===== src/rtl/gpio_pkg.sv =====
package gpio_pkg;
  localparam int unsigned GPIO_ADDR_W = 2;

  typedef enum logic [GPIO_ADDR_W-1:0] {
    RSEL_DIR  = 2'd0,
    RSEL_OUT  = 2'd1,
    RSEL_PIN  = 2'd2,
    RSEL_NONE = 2'd3
  } reg_sel_e;
endpackage


===== src/rtl/gpio_sync.sv =====
module gpio_sync #(
  parameter int unsigned WIDTH  = 8,
  parameter int unsigned STAGES = 2
) (
  input  logic             clk,
  input  logic             rst_n,
  input  logic [WIDTH-1:0] async_in,
  output logic [WIDTH-1:0] sync_out
);
  logic [WIDTH-1:0] stage_q [STAGES];

  for (genvar s = 0; s < STAGES; s++) begin : g_stage
    if (s == 0) begin : g_first
      always_ff @(posedge clk or negedge rst_n) begin
        if (!rst_n) stage_q[s] <= '0;
        else        stage_q[s] <= async_in;
      end
    end else begin : g_next
      always_ff @(posedge clk or negedge rst_n) begin
        if (!rst_n) stage_q[s] <= '0;
        else        stage_q[s] <= stage_q[s-1];
      end
    end
  end

  assign sync_out = stage_q[STAGES-1];
endmodule


===== src/rtl/gpio_regs.sv =====
module gpio_regs
  import gpio_pkg::*;
#(
  parameter int unsigned WIDTH = 8
) (
  input  logic                   clk,
  input  logic                   rst_n,
  input  logic [GPIO_ADDR_W-1:0] bus_addr,
  input  logic                   bus_we,
  input  logic [WIDTH-1:0]       bus_wdata,
  input  logic [WIDTH-1:0]       pin_sync,
  output logic [WIDTH-1:0]       bus_rdata,
  output logic [WIDTH-1:0]       dir_q,
  output logic [WIDTH-1:0]       dout_q,
  output logic                   wr_dir,
  output logic                   wr_dout,
  output logic                   wr_dropped
);
  // named write events, brought out for the checker
  assign wr_dir     = bus_we && (bus_addr == RSEL_DIR);
  assign wr_dout    = bus_we && (bus_addr == RSEL_OUT);
  assign wr_dropped = bus_we && !wr_dir && !wr_dout;

  always_ff @(posedge clk or negedge rst_n) begin
    if (!rst_n) begin
      dir_q  <= '0;
      dout_q <= '0;
    end else begin
      if (wr_dir)  dir_q  <= bus_wdata;
      if (wr_dout) dout_q <= bus_wdata;
    end
  end

  always_comb begin
    case (bus_addr)
      RSEL_DIR: bus_rdata = dir_q;
      RSEL_OUT: bus_rdata = dout_q;
      RSEL_PIN: bus_rdata = pin_sync;
      default:  bus_rdata = '0;
    endcase
  end
endmodule


===== src/rtl/gpio_pad_ctrl.sv =====
module gpio_pad_ctrl #(
  parameter int unsigned WIDTH = 8
) (
  input  logic [WIDTH-1:0] dir_q,
  input  logic [WIDTH-1:0] dout_q,
  input  logic             pull_disable,
  output logic [WIDTH-1:0] pad_out,
  output logic [WIDTH-1:0] pad_oe,
  output logic [WIDTH-1:0] pad_pu
);
  // drive only where the pin is an output
  function automatic logic [WIDTH-1:0] drive_value(
    input logic [WIDTH-1:0] dir, input logic [WIDTH-1:0] dat);
    return dir & dat;
  endfunction

  // pull-up request on input pins, cleared by the global override
  function automatic logic [WIDTH-1:0] pull_mask(
    input logic [WIDTH-1:0] dir, input logic [WIDTH-1:0] dat, input logic off);
    return off ? '0 : (~dir & dat);
  endfunction

  assign pad_oe  = dir_q;
  assign pad_out = drive_value(dir_q, dout_q);
  assign pad_pu  = pull_mask(dir_q, dout_q, pull_disable);
endmodule


===== src/rtl/gpio_port.sv =====
module gpio_port
  import gpio_pkg::*;
#(
  parameter int unsigned WIDTH       = 8,
  parameter int unsigned SYNC_STAGES = 2
) (
  input  logic                   clk,
  input  logic                   rst_n,
  input  logic [GPIO_ADDR_W-1:0] bus_addr,
  input  logic                   bus_we,
  input  logic [WIDTH-1:0]       bus_wdata,
  output logic [WIDTH-1:0]       bus_rdata,
  input  logic                   pull_disable,
  input  logic [WIDTH-1:0]       pad_in,
  output logic [WIDTH-1:0]       pad_out,
  output logic [WIDTH-1:0]       pad_oe,
  output logic [WIDTH-1:0]       pad_pu
);
  logic [WIDTH-1:0] pin_sync;
  logic [WIDTH-1:0] dir_q;
  logic [WIDTH-1:0] dout_q;
  logic             wr_dir;
  logic             wr_dout;
  logic             wr_dropped;

  gpio_sync #(.WIDTH(WIDTH), .STAGES(SYNC_STAGES)) u_sync (
    .clk      (clk),
    .rst_n    (rst_n),
    .async_in (pad_in),
    .sync_out (pin_sync)
  );

  gpio_regs #(.WIDTH(WIDTH)) u_regs (
    .clk        (clk),
    .rst_n      (rst_n),
    .bus_addr   (bus_addr),
    .bus_we     (bus_we),
    .bus_wdata  (bus_wdata),
    .pin_sync   (pin_sync),
    .bus_rdata  (bus_rdata),
    .dir_q      (dir_q),
    .dout_q     (dout_q),
    .wr_dir     (wr_dir),
    .wr_dout    (wr_dout),
    .wr_dropped (wr_dropped)
  );

  gpio_pad_ctrl #(.WIDTH(WIDTH)) u_pad (
    .dir_q        (dir_q),
    .dout_q       (dout_q),
    .pull_disable (pull_disable),
    .pad_out      (pad_out),
    .pad_oe       (pad_oe),
    .pad_pu       (pad_pu)
  );
endmodule


===== config.mk =====
export PLATFORM = sky130hd
export DESIGN_NAME = gpio_port
export DESIGN_NICKNAME = d
export VERILOG_FILES = /design/src/rtl/gpio_pkg.sv /design/src/rtl/gpio_sync.sv /design/src/rtl/gpio_regs.sv /design/src/rtl/gpio_pad_ctrl.sv /design/src/rtl/gpio_port.sv
export SDC_FILE = /design/constraint.sdc
export NUM_CORES = 1
export LEC_CHECK = 0
export ABC_CLOCK_PERIOD_IN_PS = 800
export BUFFER_PORTS_ARGS = -buffer_cell sky130_fd_sc_hd__buf_2
export CORE_MARGIN = 5
export CORE_UTILIZATION = 48
export DETAILED_ROUTE_END_ITERATION = 8
export GPL_TIMING_DRIVEN = 0
export PLACE_DENSITY = 0.78
export SYNTH_ARGS = -nofsm -noshare
export SYNTH_HDL_FRONTEND = slang
export SYNTH_HIERARCHICAL = 1
export SYNTH_SLANG_ARGS = --single-unit

===== constraint.sdc =====
create_clock -name clk -period 0.8 [get_ports clk]
set_input_delay 0.08 -clock clk [delete_from_list [all_inputs] [get_ports clk]]
set_output_delay 0.08 -clock clk [all_outputs]
set_load 0.005 [all_outputs]

; After elaboration in Yosys (flattened, before gate mapping)
; Index checks and enable logic that the tools add are counted.
[word_totals]
ff_bits = 32
wordCells = 14
[op_classes]
n_eq_ne = 2
muxes = 2
bitwise_logic = 3
reduce_logical = 3
[op_table]
columns = cell, n
row1 = $pmux 8 s3, 1
row2 = $and 8x8->8, 2
row3 = $mux 8, 1
row4 = $not 8->8, 1
row5 = $eq 2x1->1 const B, 1
row6 = $eq 2x2->1 const B, 1
row7 = $logic_and 1x1->1, 2
row8 = $logic_not 2->1, 1

; Longest topological paths before layout
[depth]
depth_word = 3
mapped_depth = 4

; Hierarchy
; The synthesis kept the hierarchy.
[by_module_without_submodules]
columns = module, n_inst, cells_each, area_per_inst_um2
row1 = gpio_regs, 1, 57, 814.5
row2 = gpio_sync, 1, 24, 460.4
row3 = gpio_pad_ctrl, 1, 25, 221.5

; Worst setup path before layout
; OpenSTA, ideal clock, no wires.
[synth_path]
kind = input -> register
from = input bus_addr[0]
to = register u_regs.dir_q[0]
setup_ns = 0.125
arrival_ns = 0.716
path_slack_ns = -0.041
path_stages = 3
path_cell_list = nor3b_2 -> buf_6 -> mux2_2
[synth_between]
elab_chain_cells = 2
[synth_lines]
columns = element, line
row1 = from (decl), gpio_port.sv:9  ; input logic [GPIO_ADDR_W-1:0] bus_addr,
row2 = $logic_not 2->1, gpio_regs.sv:20  ; assign wr_dir = bus_we && (bus_addr == RSEL_DIR);
row3 = $logic_and 1x1->1, gpio_regs.sv:20
row4 = via wr_dir, gpio_port.sv:22  ; logic wr_dir;
row5 = to (signal assigned), gpio_regs.sv:29  ; if (wr_dir) dir_q <= bus_wdata;
row6 = to (decl), gpio_regs.sv:13  ; output logic [WIDTH-1:0] dir_q,
; The timed path passes the listed nets, and every way through them passes these cells.
; A chain may end at the register's enable or synchronous reset.

; Worst setup path after layout
[layout_path]
from = register u_regs.dir_q[7]
to = output bus_rdata[7]
[layout_between]
elab_chain_cells = 1
[layout_lines]
columns = element, line
row1 = $pmux 8 s3, gpio_regs.sv:35  ; case (bus_addr)
row2 = to (decl), gpio_port.sv:12  ; output logic [WIDTH-1:0] bus_rdata,
; Every way passes these cells.

==> impl_metrics.ini <==
[drt]
vias_per_cell = 4.94
firstDrtPassIters = 4
post-route-drc-count = 0
routedWlPerCell_um = 15.7
routed_wl_um = 3240
drt_iter0_drc = 10
ant_nets = 0
dr_total_vias = 1017

[clocking]
hold_buffers = 11
clock_latency_ns = 0.31
tritoncts = done
clk_pin_slew_ns = 0.09
cts_buffer_depth = 2
clock-sinks = 32
cts_made_buffers = 5
cts_root_buffer = clkbuf_4
cts_max_level = 2

[logic_synthesis]
ys_warn_count = 6
avgSynthCellArea_um2 = 14.3
synth_fp_nets = 126
syn_inst = 104
synth_area_um2 = 1490

[floorplan]
io_pins = 54
start_util = 0.495
fp.dieW_um = 65.7
fp.dieArea_um2 = 4310
die_y_um = 65.7
coreArea_um2 = 3000
row_count = 20

[sta]
skew_ns = 0.00263
min_period_over_period = 1.52
finalSetupViolCount = 41
fmax_mhz = 823
slew_viol_final = 0
rsz0062_at_grt = yes
period_minus_slack_ns = 1.21
setup_slack_ns = -0.415
holdWs_ns = -0.199
worst_pin_slew_ns = 0.697
hold_viol = 32
relSlewSlack = 0.535

[critical_path]
arrival_ns = 1.13
critPathCaptureType = output pin
path_max_fanout = 5
cp-start-kind = register
worst_ep_required_time_ns = 0.72
critPathKind = register to output pin

[worst_hold_path]
hp-class = input pin to asynchronous set/reset pin

[final_layout]
post-route-util = 0.703
layout-drive-gt1-share = 0.642
area_growth_pct = 41.9
diodes = 0
final_nets = 194
final_area_um2 = 2110

[placement]
dpl_cell_area_um2 = 1820
io_buffers = 52
gp_congestion = 0.759
dp_hpwl_um = 2180

[grt]
track_usage = 0.160
grt_pass1_wl_um = 5150
grt_pass1_vias = 1126
grt_overflow_total = 0
grt_max_degree = 33
grt_antenna_before_repair = 0

[outcome]
violations = negative hold slack, negative setup slack
outcome = finished, violations left

[power]
peakVddDrop_uv = 1270
cellLeakagePower_nw = 1.05
power.density_nw_per_um2 = 2030

[run]
maxCapViolations = 0
## final cells by class
cell class / instances / area [µm²]
Buffer: 11 / 114
Clock buffer: 8 / 58.8
Fill cell: 204 / 893
Multi-Input combinational cell: 51 / 576
Sequential cell: 32 / 808
Tap cell: 33 / 41.3
Timing Repair Buffer: 71 / 512
## flip-flops by register name, summed over array words and instances (netlist names)
name / flops
u_regs/dout_q: 8
u_sync/stage_q: 8
u_sync/sync_out: 8
u_regs/dir_q: 8
## worst paths after layout
kind                                    from                  to  slack [ns]  cells past startpoint
setup reg to reg             u_regs/dir_q[3]     u_regs/dir_q[3]       -0.16                      2
setup / recovery             u_regs/dir_q[7]        bus_rdata[7]       -0.41                      3
hold / removal                         rst_n    u_regs/dout_q[0]       -0.20                      1
min in group clk                bus_wdata[5]     u_regs/dir_q[5]        0.01                      2
hold reg to reg            u_sync/stage_q[9]  u_sync/sync_out[1]        0.35                      0
max in group asynchronous              rst_n     u_regs/dir_q[1]        0.51                      1
## critical path, cell delays in order (launching register included)
cell       delay (ns)
dfrtp_1          0.44
mux2i_1          0.10
o2bb2ai_1        0.14
buf_2            0.13
## layout by cell type (no fill, tap or decap), drive strengths merged
master / n
and2: 8
buf: 71
clkbuf: 8
dfrtp: 32
dlygate4sd3: 11
mux2: 16
mux2i: 8
nand3b: 1
nor2b: 1
nor3b: 9
o2bb2ai: 8
## through the flow
stage	hold slack (ns)	TNS (ns)	cells	power [mW]	setup slack, ns
after global routing	-0.139	-13.36	206	4.51	-0.516
after floorplan	-0.216	-0.300	104	2.59	-0.0375
after detailed placement	0.166	-5.59	189	3.03	-0.303
after CTS	-0.183	-11.53	204	4.19	-0.417
final	-0.199	-11.29	206	4.28	-0.415
after global placement	0.161	-5.24	189	2.98	-0.288
## per-layer routing
metal	track usage	wire, µm
met1	0.182	1340
met2	0.273	1650
met3	0.0564	203
met4	0.0648	43
met5	0	0
## where the power goes
group          total (mW)  switching, mW  internal (mW)
clock network       0.921          0.488          0.433
registers            2.03          0.208           1.82
logic                1.33          0.409          0.917
total                4.28           1.10           3.17
## what timing repair did
item,in CTS,in global routing
pin swaps,10,2
setup buffers,4,4
setup endpoints to repair,40,44
hold endpoints to repair,43,32
resized for setup,19,16
Power figures use the tool's default switching activity.
